### config.mk
export PLATFORM = sky130hd
export DESIGN_NAME = cart_copier_ctrl
export DESIGN_NICKNAME = d
export VERILOG_FILES = /design/src/rtl/ccc_pkg.sv /design/src/rtl/ccc_decode.sv /design/src/rtl/ccc_regs.sv /design/src/rtl/ccc_map.sv /design/src/rtl/cart_copier_ctrl.sv
export SDC_FILE = /design/constraint.sdc
export NUM_CORES = 1
export LEC_CHECK = 0
export ABC_AREA = 1
export BUFFER_PORTS_ARGS = -buffer_cell sky130_fd_sc_hd__buf_2
export CORE_UTILIZATION = 42
export CTS_BUF_LIST = sky130_fd_sc_hd__clkbuf_8 sky130_fd_sc_hd__clkbuf_16
export DETAILED_ROUTE_END_ITERATION = 7
export GPL_TIMING_DRIVEN = 1
export PLACE_DENSITY_LB_ADDON = 0.12
export SLEW_MARGIN = 40
export SYNTH_ARGS = -nofsm -noshare
export SYNTH_HDL_FRONTEND = slang
export SYNTH_SLANG_ARGS = --single-unit
### constraint.sdc
create_clock -name clk -period 1.5 [get_ports clk]
set_input_delay 0.3 -clock clk [delete_from_list [all_inputs] [get_ports clk]]
set_output_delay 0.3 -clock clk [all_outputs]
set_load 0.01 [all_outputs]
### src/rtl/ccc_pkg.sv
package ccc_pkg;
    localparam int ADDR_W = 16;
    localparam int DATA_W = 8;
    localparam int BANK_W = 4;
    localparam int IDX_W  = 2;

    localparam logic [ADDR_W-1:0] REG_BASE = 16'h3FFC;
    localparam logic [ADDR_W-1:0] ROM_BASE = 16'h8000;
    localparam logic [ADDR_W-1:0] SPLIT    = 16'hC000;
    localparam logic [ADDR_W-1:0] MAP_LAST = 16'hFFF9;
    localparam logic [ADDR_W-1:0] NMI_VEC  = 16'hFFFA;
    localparam logic [ADDR_W-1:0] IRQ_VEC  = 16'hFFFE;
    localparam logic [ADDR_W-1:0] NMI_RAM  = REG_BASE;
    localparam logic [ADDR_W-1:0] IRQ_RAM  = REG_BASE + 16'd2;
    localparam logic [BANK_W-1:0] BANK_FLIP = 4'b1000;
    localparam logic [DATA_W-1:0] BANK_MASK = 8'h1F;

    typedef enum logic [IDX_W-1:0] {
        RG_CTRL = 2'd0,
        RG_BANK = 2'd1,
        RG_DATA = 2'd2,
        RG_STAT = 2'd3
    } reg_idx_e;

    typedef struct packed {
        logic [2:0] rsvd;
        logic       simple;
        logic       nmi_off;
        logic       nmi_redir;
        logic       irq_redir;
        logic       cart;
    } ctrl_t;

    typedef struct packed {
        logic vram;
        logic a10;
        logic nmi;
        logic irq;
        logic cart;
        logic pend;
        logic tx;
        logic rx_empty;
    } stat_t;

    typedef struct packed {
        logic ram_cs;
        logic rom_cs;
        logic reg_hit;
        logic bank_load;
        logic map_cmd;
        logic map_irq;
        logic mir_wr;
    } route_t;

    localparam ctrl_t             CTRL_RST = '0;
    localparam logic [DATA_W-1:0] BANK_RST = 8'h08;
    localparam stat_t             STAT_RST = 8'hB0;

    function automatic logic [ADDR_W-1:0] vec_target(input logic [ADDR_W-1:0] base,
                                                     input logic a0);
        return {base[ADDR_W-1:1], a0};
    endfunction

    function automatic logic [1:0] mirror_code(input logic simple, input logic bank_bit,
                                               input logic mir_bit);
        return simple ? {1'b1, bank_bit} : {1'b0, ~mir_bit};
    endfunction
endpackage

### src/rtl/ccc_decode.sv
module ccc_decode
    import ccc_pkg::*;
(
    input  logic              clk,
    input  logic              rst,
    input  logic [ADDR_W-1:0] addr,
    input  logic              rd,
    input  logic              wr,
    input  logic              simple,
    input  logic              nmi_redir,
    input  logic              irq_redir,
    output route_t            rt,
    output logic [ADDR_W-1:0] phys_addr
);
    logic in_reg, low_ram, in_rom, nmi_hit, irq_hit;
    logic nmi_go, irq_go, redir, map_area, mwr;

    always_comb begin
        in_reg   = addr[ADDR_W-1:IDX_W] == REG_BASE[ADDR_W-1:IDX_W];
        low_ram  = addr < REG_BASE;
        in_rom   = addr >= ROM_BASE;
        nmi_hit  = addr[ADDR_W-1:1] == NMI_VEC[ADDR_W-1:1];
        irq_hit  = addr[ADDR_W-1:1] == IRQ_VEC[ADDR_W-1:1];
        nmi_go   = nmi_hit && nmi_redir;
        irq_go   = irq_hit && irq_redir;
        redir    = nmi_go || irq_go;
        map_area = (in_rom && addr <= MAP_LAST) ||
                   (nmi_hit && !nmi_redir) || (irq_hit && !irq_redir);
        mwr      = wr && map_area;

        rt.ram_cs    = (rd || wr) && (low_ram || redir);
        rt.rom_cs    = rd && in_rom && !redir;
        rt.reg_hit   = (rd || wr) && in_reg;
        rt.bank_load = mwr && simple;
        rt.map_cmd   = mwr && !simple && (addr < SPLIT);
        rt.map_irq   = mwr && !simple && (addr >= SPLIT);
        rt.mir_wr    = rt.map_cmd && (addr[14:13] == 2'b01) && !addr[0];

        if (nmi_go)      phys_addr = vec_target(NMI_RAM, addr[0]);
        else if (irq_go) phys_addr = vec_target(IRQ_RAM, addr[0]);
        else             phys_addr = addr;
    end

    // one destination at most per access
    p_route_onehot_r3: assert property (@(posedge clk) disable iff (rst)
        $onehot0({rt.ram_cs, rt.rom_cs, rt.reg_hit, rt.bank_load, rt.map_cmd, rt.map_irq}));
endmodule

### src/rtl/ccc_regs.sv
module ccc_regs
    import ccc_pkg::*;
(
    input  logic              clk,
    input  logic              rst,
    input  logic [IDX_W-1:0]  idx,
    input  logic              reg_hit,
    input  logic              rd,
    input  logic              wr,
    input  logic [DATA_W-1:0] wdata,
    input  logic              bank_load,
    input  logic              rx_valid,
    input  logic [DATA_W-1:0] rx_data,
    output logic              rx_ready,
    input  logic              tx_ready,
    output logic              tx_valid,
    output logic [DATA_W-1:0] tx_data,
    output logic              stall,
    output logic [DATA_W-1:0] rdata,
    output ctrl_t             ctrl_q,
    output logic [DATA_W-1:0] bank_q,
    output stat_t             stat_q
);
    logic [DATA_W-1:0] data_q;
    logic stat_rd, data_rd, data_wr, reg_wr;
    stat_t stat_view;

    always_comb begin
        stat_rd  = reg_hit && rd && (reg_idx_e'(idx) == RG_STAT);
        data_rd  = reg_hit && rd && (reg_idx_e'(idx) == RG_DATA);
        data_wr  = reg_hit && wr && (reg_idx_e'(idx) == RG_DATA);
        reg_wr   = reg_hit && wr && (reg_idx_e'(idx) != RG_DATA);
        rx_ready = stat_rd && rx_valid;
        tx_valid = data_wr;
        tx_data  = wdata;
        stall    = data_wr && !tx_ready;
        stat_view = stat_q;
        if (stat_rd) stat_view.rx_empty = !rx_valid;
        rdata = '0;
        if (reg_hit && rd) begin
            unique case (reg_idx_e'(idx))
                RG_CTRL: rdata = ctrl_q;
                RG_BANK: rdata = bank_q;
                RG_DATA: rdata = data_q;
                RG_STAT: rdata = stat_view;
            endcase
        end
    end

    always_ff @(posedge clk) begin
        if (rst) begin
            ctrl_q <= CTRL_RST;
            bank_q <= BANK_RST;
            stat_q <= STAT_RST;
            data_q <= '0;
        end else begin
            if (reg_wr) begin
                unique case (reg_idx_e'(idx))
                    RG_CTRL: ctrl_q <= ctrl_t'(wdata);
                    RG_BANK: bank_q <= wdata;
                    RG_STAT: stat_q <= stat_t'(wdata);
                    default: ;
                endcase
            end
            if (bank_load) bank_q <= wdata & BANK_MASK;
            if (stat_rd) begin
                stat_q.rx_empty <= !rx_valid;
                if (rx_valid) data_q <= rx_data;
            end
        end
    end

    // a status read with a waiting byte latches it and clears the empty flag
    p_rx_latch_r11: assert property (@(posedge clk) disable iff (rst)
        (stat_rd && rx_valid) |=> (data_q == $past(rx_data)) && !stat_q.rx_empty);
    // a byte-port read leaves status and the latched byte alone
    p_data_rd_quiet_r12: assert property (@(posedge clk) disable iff (rst)
        data_rd |=> $stable(stat_q) && $stable(data_q));
    // simple-mode ROM write lands masked in the bank register
    p_bank_load_r5: assert property (@(posedge clk) disable iff (rst)
        bank_load |=> bank_q == ($past(wdata) & BANK_MASK));
    // a byte-port push touches no register
    p_tx_no_reg_r13: assert property (@(posedge clk) disable iff (rst)
        tx_valid |=> $stable(ctrl_q) && $stable(bank_q) && $stable(stat_q));
endmodule

### src/rtl/ccc_map.sv
module ccc_map
    import ccc_pkg::*;
(
    input  logic              clk,
    input  logic              rst,
    input  logic              simple,
    input  logic              cart,
    input  logic              stat_cart,
    input  logic [BANK_W:0]   bank_lo,
    input  logic              mir_wr,
    input  logic              wbit,
    output logic              prg_from_copier,
    output logic [BANK_W-1:0] prg_bank,
    output logic [1:0]        mirror,
    output logic              chr_ram_sel
);
    logic mir_bit_q;

    always_ff @(posedge clk) begin
        if (rst)         mir_bit_q <= 1'b0;
        else if (mir_wr) mir_bit_q <= wbit;
    end

    always_comb begin
        prg_from_copier = !cart;
        prg_bank        = bank_lo[BANK_W-1:0] ^ BANK_FLIP;
        mirror          = mirror_code(simple, bank_lo[BANK_W], mir_bit_q);
        chr_ram_sel     = stat_cart && simple;
    end

    // a pass-through mirroring write shows up inverted next cycle
    p_mirror_track_r9: assert property (@(posedge clk) disable iff (rst)
        mir_wr |=> mirror == {1'b0, ~$past(wbit)});
endmodule

### src/rtl/cart_copier_ctrl.sv
module cart_copier_ctrl
    import ccc_pkg::*;
(
    input  logic              clk,
    input  logic              rst,
    input  logic [ADDR_W-1:0] cpu_addr,
    input  logic [DATA_W-1:0] cpu_wdata,
    input  logic              cpu_rd,
    input  logic              cpu_wr,
    output logic [DATA_W-1:0] cpu_rdata,
    output logic              cpu_stall,
    output logic              ram_cs,
    output logic              rom_cs,
    output logic [ADDR_W-1:0] mem_addr,
    output logic              map_cmd_we,
    output logic              map_irq_we,
    output logic              prg_from_copier,
    output logic [BANK_W-1:0] prg_bank,
    output logic [1:0]        mirror,
    output logic              chr_ram_sel,
    output logic              nmi_block,
    input  logic              rx_valid,
    input  logic [DATA_W-1:0] rx_data,
    output logic              rx_ready,
    output logic              tx_valid,
    output logic [DATA_W-1:0] tx_data,
    input  logic              tx_ready
);
    route_t            rt;
    ctrl_t             ctrl_q;
    stat_t             stat_q;
    logic [DATA_W-1:0] bank_q;

    ccc_decode i_decode (
        .clk(clk), .rst(rst), .addr(cpu_addr), .rd(cpu_rd), .wr(cpu_wr),
        .simple(ctrl_q.simple), .nmi_redir(ctrl_q.nmi_redir),
        .irq_redir(ctrl_q.irq_redir), .rt(rt), .phys_addr(mem_addr)
    );

    ccc_regs i_regs (
        .clk(clk), .rst(rst), .idx(cpu_addr[IDX_W-1:0]), .reg_hit(rt.reg_hit),
        .rd(cpu_rd), .wr(cpu_wr), .wdata(cpu_wdata), .bank_load(rt.bank_load),
        .rx_valid(rx_valid), .rx_data(rx_data), .rx_ready(rx_ready),
        .tx_ready(tx_ready), .tx_valid(tx_valid), .tx_data(tx_data),
        .stall(cpu_stall), .rdata(cpu_rdata), .ctrl_q(ctrl_q),
        .bank_q(bank_q), .stat_q(stat_q)
    );

    ccc_map i_map (
        .clk(clk), .rst(rst), .simple(ctrl_q.simple), .cart(ctrl_q.cart),
        .stat_cart(stat_q.cart), .bank_lo(bank_q[BANK_W:0]), .mir_wr(rt.mir_wr),
        .wbit(cpu_wdata[0]), .prg_from_copier(prg_from_copier),
        .prg_bank(prg_bank), .mirror(mirror), .chr_ram_sel(chr_ram_sel)
    );

    always_comb begin
        ram_cs     = rt.ram_cs;
        rom_cs     = rt.rom_cs;
        map_cmd_we = rt.map_cmd;
        map_irq_we = rt.map_irq;
        nmi_block  = ctrl_q.nmi_off;
    end

    // the NMI-block output tracks a control write on the next cycle
    p_nmi_block_r14: assert property (@(posedge clk) disable iff (rst)
        (cpu_wr && rt.reg_hit && cpu_addr[1:0] == 2'd0) |=> nmi_block == $past(cpu_wdata[3]));
endmodule

== After elaboration in Yosys (flattened, before gate mapping) ==
Index checks and enable logic that the tools add are counted.

* Register bits after elaboration: 33
* Bits of input ports: 38
* Output and inout bits: 48
* Logic and storage cells: 94

* $lt $le $gt $ge: 5
* Equality and inequality tests: 8
* Multiplexer cells: 12
* Bitwise operators: 2
* Reductions and logical operators: 49

{| class="wikitable"
|+ Operators with widths
! operator !! number
|-
| 16-bit >= comparator (second input constant) || 2
|-
| 16-bit 2-to-1 mux || 2
|-
| 8-bit one-hot mux with 4 select lines || 1
|-
| 15-bit equality test (second input constant) || 2
|-
| 1-bit logical AND || 24
|-
| 16-bit <= comparator (second input constant) || 1
|-
| 16-bit by 14-bit < comparator with 1-bit output (second input constant) || 1
|-
| 16-bit < comparator (second input constant) || 1
|-
| 5-bit 2-to-1 mux || 3
|-
| 14-bit by 12-bit equality test with 1-bit output (second input constant) || 1
|-
| 2-bit AND reduction || 6
|-
| 1-bit logical NOT || 8
|-
| 8-bit 2-to-1 mux || 1
|-
| 2-bit nonzero test || 4
|-
| 1-bit logical OR || 5
|-
| 2-bit by 1-bit equality test with 1-bit output (second input constant) || 2
|-
| 2-bit equality test (second input constant) || 2
|-
| 1-bit 2-to-1 mux || 4
|-
| 2-bit logical NOT || 1
|-
| 2-bit 2-to-1 mux || 1
|-
| 2-bit != test (second input constant) || 1
|-
| 1-bit inverter || 2
|-
| 2-bit OR reduction || 1
|}

== Longest topological paths before layout ==
Gate-level depths: netlist of the first run.

* Depth in word-level cells: 9
* Mapped depth: 13
* Gate-level depth less buffers: 12

== Hierarchy ==
From an unflattened synthesis of the first run, not the netlist that was laid out.

* Cell total of the unflattened synthesis: 316
* Area, all modules: 1,954.4 µm²

{| class="wikitable"
|+ Modules (own cells, without submodules)
! module !! instances !! cells an instance !! area each (µm²) !! seq. area each (µm²)
|-
| ccc_regs || 1 || 219 || 1,503.9 || 640.6
|-
| ccc_decode || 1 || 80 || 351.6 || 0.0
|-
| ccc_map || 1 || 17 || 98.8 || 20.0
|}

== Worst setup path before layout of the first run ==
Ideal clock, no wire load.

* Path kind: input-to-output
* From: in cpu_addr[8]
* To: out cpu_rdata[1]
* Arrival time: 1.331 ns
* Required time: 1.200 ns
* Path slack: -0.131 ns
* Stages on the path: 8
* Buffers on the path: 0
* Cells stage by stage: nand2_1 > inv_1 > nand2_2 > nor3_4 > inv_2 > nor2_2 > inv_1 > a221oi_1

* Longest elaborated chain between the ends: 4

{| class="wikitable"
|+ RTL lines
! element !! RTL line !! source
|-
| start: declaration || cart_copier_ctrl.sv:6 || <nowiki>input logic [ADDR_W-1:0] cpu_addr,</nowiki>
|-
| 14-bit by 12-bit equality test with 1-bit output || ccc_decode.sv:19 || <nowiki>in_reg = addr[ADDR_W-1:IDX_W] == REG_BASE[ADDR_W-1:IDX_W];</nowiki>
|-
| 1-bit logical AND || ccc_decode.sv:33 || <nowiki>rt.reg_hit = (rd || wr) && in_reg;</nowiki>
|-
| 1-bit logical AND || n/a ||
|-
| 8-bit 2-to-1 mux || ccc_regs.sv:40 || <nowiki>if (reg_hit && rd) begin</nowiki>
|-
| end: declaration || cart_copier_ctrl.sv:10 || <nowiki>output logic [DATA_W-1:0] cpu_rdata,</nowiki>
|}

Every way passes these cells.

== Worst setup path after layout of the first run ==
* From: in cpu_addr[4]
* To: out cpu_rdata[1]

Same word-level chain as after synthesis.

==> flow_metrics.env, run 1 <==
export IMPL_cts_max_level=2
export IMPL_worst_slack_ps=-235
export IMPL_wire_per_inst_um=13.9
export IMPL_drt_vias_per_instance=5.05
export IMPL_timing_fmax_mhz=576
export IMPL_grt_usage_pct=23.9
export IMPL_synth_top_area_share_pct=33.4
export IMPL_maxSlewViolCount=0
export IMPL_grt_pass1_wl_um=9310
export IMPL_cap_violations=0
export IMPL_yosys_cell_types_count=28
export IMPL_cts_buffers=5
export IMPL_maxSlewHeadroom_pct=78.5
export IMPL_fin_crit_sh_pct=116
export IMPL_yosysWarnings=0
export IMPL_setup_violations=21
export IMPL_clk_pin_slew_ps=60
export IMPL_finalClockSkew_ps=3.54
export IMPL_path_max_fanout=7
export IMPL_synth_seq_area_share_pct=33.4
export IMPL_die_h_um=69.6
export IMPL_worstPathRequired_ps=1200
export IMPL_core_um2=4380
export IMPL_drt_drc_violations_left=0
export IMPL_p_per_area_nw_per_um2=612
export IMPL_dp_cells=433
export IMPL_ir_worst_vdd_v=0.000486
export IMPL_dp_final_hpwl_um=4240
export IMPL_placementRows=24
export IMPL_synth_fp_nets=329
export IMPL_layout_cells_most_common_list="69 x buf_2, 36 x buf_4, 35 x nand2_1"
export IMPL_buffer_ports_inserted=85
export IMPL_yosys_top_cells_area="dfxtp_1 33%, nand2_1 9.4%, nor2_1 8.0%, inv_1 7.0%, o21ai_0 6.0%"
export IMPL_wl_met2_um=3200
export IMPL_syn_cell_area_um2=1920
export IMPL_top_layer="met4"
export IMPL_gp_congestion=0.852
export IMPL_die_area_um2=4840
export IMPL_num_antenna_cells=0
export IMPL_hold_class="input port to register"
export IMPL_final_common_cell="buf_2"
export IMPL_drt_iter0_markers=62
export IMPL_hold_viol=0
export IMPL_ant_nets=0
export IMPL_layout_cells_non_filler=453
export IMPL_grt_max_degree=31
export IMPL_fin_crit_ps=1730
export IMPL_setup_tns_ps=-2690
export IMPL_drtPass1Iterations=4
export IMPL_synthCells=291
export IMPL_status="finished, violations left"
export IMPL_routed_wl_um=6290
export IMPL_cp_arrival_ps=1430
export IMPL_drive_gt1_share_pct=53.1
export IMPL_synth_ff_latch_count=32
export IMPL_fin_nets=439
export IMPL_ctsHoldBuffers=0
export IMPL_place_area_um2=2590
export IMPL_grt_pass1_vias=2092
export IMPL_leakagePower_nw=1.59
export IMPL_clk_path_buf_depth=2
export IMPL_yosysTopAreaCell="dfxtp_1"
export IMPL_cts_tree="yes"
export IMPL_finalPower_mw=1.94
export IMPL_start_kind="input port"
export IMPL_syn_avg_cell_area_um2=6.60
export IMPL_cp_end_kind="output port"
export IMPL_worstSkewPairLatency_ps=280
export IMPL_area_growth_pct=65.3
export IMPL_wl_met3_um=305
export IMPL_grt_overflow_total=0
export IMPL_wl_met1_um=2600
export IMPL_whs_ps=247
export IMPL_max_slew_worst_pin_slew_ps=322
export IMPL_initial_core_util_pct=43.8
export IMPL_pin_count=86
export IMPL_rsz0062_at_grt="true"
export IMPL_violations="negative setup slack"
export IMPL_cts_sinks=32
export IMPL_finish_utilization_pct=72.3
export IMPL_die_x_um=69.6
export IMPL_antenna_found_initial=0
export IMPL_vias=2287
export IMPL_fin_area_um2=3170
export IMPL_crit_type="input port to output port"
export IMPL_root_buffer="clkbuf_8"
export IMPL_detailedPlace_worstSlack_ps=-345
==> cell usage after synthesis <==
library cell and number:
nor3_1 4, inv_1 36, o211ai_1 4, nor2_4 3, buf_6 3, nor2_1 41
nand3_2 3, clkbuf_1 12, buf_4 14, nor3_4 1, nand2_4 1, o21ai_0 23
clkinv_2 1, buf_2 2, clkinv_1 1, a41oi_1 2, dfxtp_1 32, a21oi_1 22
nand2_2 4, o22ai_1 1, nand4_1 2, inv_2 5, buf_1 1, nand2_1 48
a22o_1 1, nand3_1 16, a221oi_1 7, nor2_2 1
==> layout make-up <==
| class | instances | area (um2) |
|---|---|---|
| repair buffers | 134 | 962 |
| inverters | 43 | 174 |
| fillers | 347 | 1210 |
| multi-input cells | 185 | 1230 |
| clock buffers | 7 | 96.3 |
| well taps | 52 | 65.1 |
| flip-flops and latches | 32 | 641 |
==> flip-flops by register name, indices dropped and copies added, names as in the netlist <==
| signal | cells |
|---|---|
| i_regs.data_q | 8 |
| i_regs.stat_q | 7 |
| i_regs.ctrl_q | 8 |
| i_map.mir_bit_q | 1 |
| i_regs.bank_q | 8 |
==> path summary, 6_finish.rpt <==
path	startpoint	end	slack (ps)	depth (start not counted)
worst max-delay path	cpu_addr[4]	cpu_rdata[1]	-230	8
worst min-delay path	rx_data[1]	i_regs.data_q[1]	250	3
worst max register to register	i_regs.ctrl_q[2]	i_regs.bank_q[5]	110	9
worst min register to register	i_regs.bank_q[7]	i_regs.bank_q[7]	460	2
==> cells by family (layout without fill, tap and decap cells) <==
| kind of cell | after synthesis | count (layout) | synth area share [%] |
|---|---|---|---|
| compound gates | 60 | 60 | 18.2 |
| simple gates | 124 | 125 | 29.7 |
| buf+inv | 75 | 184 | 18.8 |
| flops | 32 | 32 | 33.4 |
==> power breakdown <==
group / switching [mW] / internal [mW]
Clock: 0.299 / 0.408
Combinational: 0.200 / 0.183
Sequential: 0.000251 / 0.850
==> critical path: stages <==
cell	delay [ps]
buf_6	70
nand4_1	160
nor3_4	230
inv_2	60
nor2_4	130
inv_4	90
a221oi_2	200
buf_2	180
==> timing repair <==
| item | CTS | global route |
|---|---|---|
| buffers inserted | 3 | 10 |
| setup endpoints to repair | 19 | 29 |
| gates cloned | 0 | 1 |
| resized for setup | 24 | 78 |
| pin swaps | 10 | 14 |
==> metal layers <==
layer | track usage [%] | vias up
met4 | 7.71 | 0
met1 | 28.1 | 1050
met3 | 4.65 | 17
li1 | - | 1143
met5 | 0 | -
met2 | 43.4 | 77
(Power assumes the default switching activity.)
==> run 2, diff against run 1 <==
--- a/config.mk
+++ b/config.mk
@@ -7,7 +7,7 @@
 export LEC_CHECK = 0
 export ABC_AREA = 1
 export BUFFER_PORTS_ARGS = -buffer_cell sky130_fd_sc_hd__buf_2
-export CORE_UTILIZATION = 42
+export CORE_UTILIZATION = 43
 export CTS_BUF_LIST = sky130_fd_sc_hd__clkbuf_8 sky130_fd_sc_hd__clkbuf_16
 export DETAILED_ROUTE_END_ITERATION = 7
 export GPL_TIMING_DRIVEN = 1
@@ -15,4 +15,5 @@
 export SLEW_MARGIN = 40
 export SYNTH_ARGS = -nofsm -noshare
 export SYNTH_HDL_FRONTEND = slang
+export SYNTH_HIERARCHICAL = 1
 export SYNTH_SLANG_ARGS = --single-unit
==> run 2 against run 1 <==
  * The flow still finishes with violations (negative setup slack)
  * Combinational power down 4%
  * Critical path depth up 1
  * First-iteration DRC count up 140%
  * Sequential cell count up 1
  * Critical endpoint is now tx_valid
  * Largest cell class unchanged
==> flow_metrics.env, run 2 <==
export IMPL_status="finished, violations left"
export IMPL_violations="negative setup slack"
export IMPL_synth_commonest_cells="81 x nor2_1, 58 x nand2_1, 40 x o21ai_0"
export IMPL_fin_area_um2=3050
export IMPL_r2r_slack_ps=130
export IMPL_syn_cell_area_um2=1950
export IMPL_cts_max_level=2
export IMPL_cap_violations=0
export IMPL_yosysTopAreaCell="dfxtp_1"
export IMPL_grt_pass1_vias=2184
export IMPL_root_buffer="clkbuf_8"
export IMPL_worstPathRequired_ps=1200
export IMPL_synth_edff_count=0
export IMPL_syn_avg_cell_area_um2=6.18
export IMPL_grt_pass1_wl_um=10100
export IMPL_drt_drc_violations_left=0
export IMPL_crit_slowest_cell="o21a_1"
export IMPL_cts_tree="yes"
export IMPL_drive_gt1_share_pct=47.4
export IMPL_grt_max_degree=29
export IMPL_synth_top_area_share_pct=33.8
export IMPL_die_h_um=69.4
export IMPL_rsz0062_at_grt="true"
export IMPL_grt_usage_pct=26.5
export IMPL_wire_per_inst_um=14.2
export IMPL_buffer_ports_inserted=85
export IMPL_synth_fp_nets=354
export IMPL_timing_fmax_mhz=533
export IMPL_cp_slowest_stage_delay_ps=210
export IMPL_finalClockSkew_ps=6.55
export IMPL_hold_viol=0
export IMPL_place_area_um2=2590
export IMPL_p_per_area_nw_per_um2=611
export IMPL_ctsHoldBuffers=0
export IMPL_layout_cells_most_common_list="70 x buf_2, 69 x nor2_1, 40 x nand2_1"
export IMPL_yosysMostFrequentCell="nor2_1"
export IMPL_yosys_cell_types_count=26
export IMPL_crit_family="simple AND/OR/NAND/NOR gates"
export IMPL_pin_count=86
export IMPL_max_slew_worst_pin_slew_ps=332
export IMPL_start_kind="input port"
export IMPL_vias=2351
export IMPL_area_growth_pct=55.9
export IMPL_fin_crit_ps=1880
export IMPL_ant_nets=0
export IMPL_clk_path_buf_depth=2
export IMPL_maxSlewHeadroom_pct=77.8
export IMPL_antenna_found_initial=0
export IMPL_dp_final_hpwl_um=4470
export IMPL_path_max_fanout=4
export IMPL_worst_path_buf_inv=3
export IMPL_drt_iter0_markers=146
export IMPL_fill_cells=362
export IMPL_detailedPlace_worstSlack_ps=-388
export IMPL_synthFlopType="dfxtp_1"
export IMPL_maxSlewViolCount=0
export IMPL_ir_worst_vdd_v=0.000589
export IMPL_placementRows=24
export IMPL_final_common_cell="buf_2"
export IMPL_grt_overflow_total=0
export IMPL_leakagePower_nw=1.50
export IMPL_async_flop_share_pct=0
export IMPL_worst_slack_ps=-376
export IMPL_hold_class="input port to register"
export IMPL_crit_type="input port to output port"
export IMPL_drt_vias_per_instance=4.96
export IMPL_path_cells="buf_8, nor2_4, nand4_1, nor2_2, o21a_1, nand2_1, buf_4, nor2_1, buf_2"
export IMPL_cts_sinks=33
export IMPL_synthCells=316
export IMPL_cts_buffers=5
export IMPL_gp_congestion=0.868
export IMPL_worstSkewPairLatency_ps=290
export IMPL_die_x_um=69.4
export IMPL_drtPass1Iterations=4
export IMPL_initial_core_util_pct=44.9
export IMPL_num_antenna_cells=0
export IMPL_core_um2=4350
export IMPL_cp_arrival_ps=1580
export IMPL_setup_violations=37
export IMPL_fin_nets=461
export IMPL_fin_crit_sh_pct=125
export IMPL_synth_ff_latch_count=33
export IMPL_routed_wl_um=6720
export IMPL_die_area_um2=4820
export IMPL_synth_seq_area_share_pct=33.8
export IMPL_clk_pin_slew_ps=60
export IMPL_yosysWarnings=6
export IMPL_cp_end_kind="output port"
export IMPL_yosys_top_cells_area="dfxtp_1 34%, nor2_1 16%, nand2_1 11%, o21ai_0 10%, inv_1 6.1%"
-- run 2: layout make-up --
cell class                 instances  area (um2)  area share [%]
clock buffer                       5        68.8            2.26
timing repair buffer             127         880            28.9
tap                               52        65.1            2.14
sequential                        33         663            21.8
clock inverter                     1        5.00           0.164
multi-input combinational        221        1220            40.1
inverter                          35         144            4.72
-- run 2: repair_timing --
action / in CTS / in global routing
endpoints found under the setup margin: 22 / 51
pin swaps: 20 / 26
buffers inserted: 6 / 3
resized for setup: 42 / 59
-- run 2: worst reg2reg max path: cells and delay by family, from the launching register on --
family | cells | cell delay (ps)
compound gates | 1 | 130
buf+inv | 2 | 220
simple gates | 6 | 560
flops | 1 | 400
-- run 2: worst paths after layout --
check,start,end,depth (start not counted)
worst min-delay path,rx_data[5],i_regs/data_q[5],3
worst max-delay path,cpu_addr[14],tx_valid,9
worst max register to register,i_regs/ctrl_q[1],i_regs/bank_q[6],9
worst min register to register,i_regs/stat_q[5],i_regs/stat_q[5],2
-- run 2: stage by stage --
stage | utilization [%] | setup TNS, ps | total power [mW] | hold slack, ps | instances
after floorplan | - | -141 | 1.03 | 426 | 316
after global placement | 59.5 | -12920 | 1.18 | 444 | 461
after detailed placement | 59.5 | -13390 | 1.18 | 448 | 461
after CTS | 66.2 | -3510 | 1.83 | 267 | 473
after global routing | 70.0 | -9830 | 1.94 | 275 | 474
final | 70.0 | -4970 | 1.86 | 260 | 474
-- run 2: kinds of logic (layout without fill, tap and decap cells) --
group	count (synthesis)	after routing	synth area share (%)
DFF	33	33	33.8
AOI/OAI and AO/OA	54	54	14.5
and+or+nand+nor	167	167	37.0
buffers and inverters	62	168	14.7
-- run 2: layer usage --
metal	GRT usage [%]	vias up	wire, um
met3	6.54	16	428
met4	8.39	0	162
li1	-	1193	-
met1	35.6	1051	2900
met5	0	-	0
met2	41.7	91	3230
-- run 2: power breakdown --
part | switching (mW) | internal (mW) | total [mW] | leakage (nW)
Clock | 0.313 | 0.305 | 0.617 | 0.0399
Combinational | 0.195 | 0.173 | 0.368 | 1.20
Sequential | 0.000304 | 0.877 | 0.877 | 0.267
Total | 0.509 | 1.35 | 1.86 | 1.50
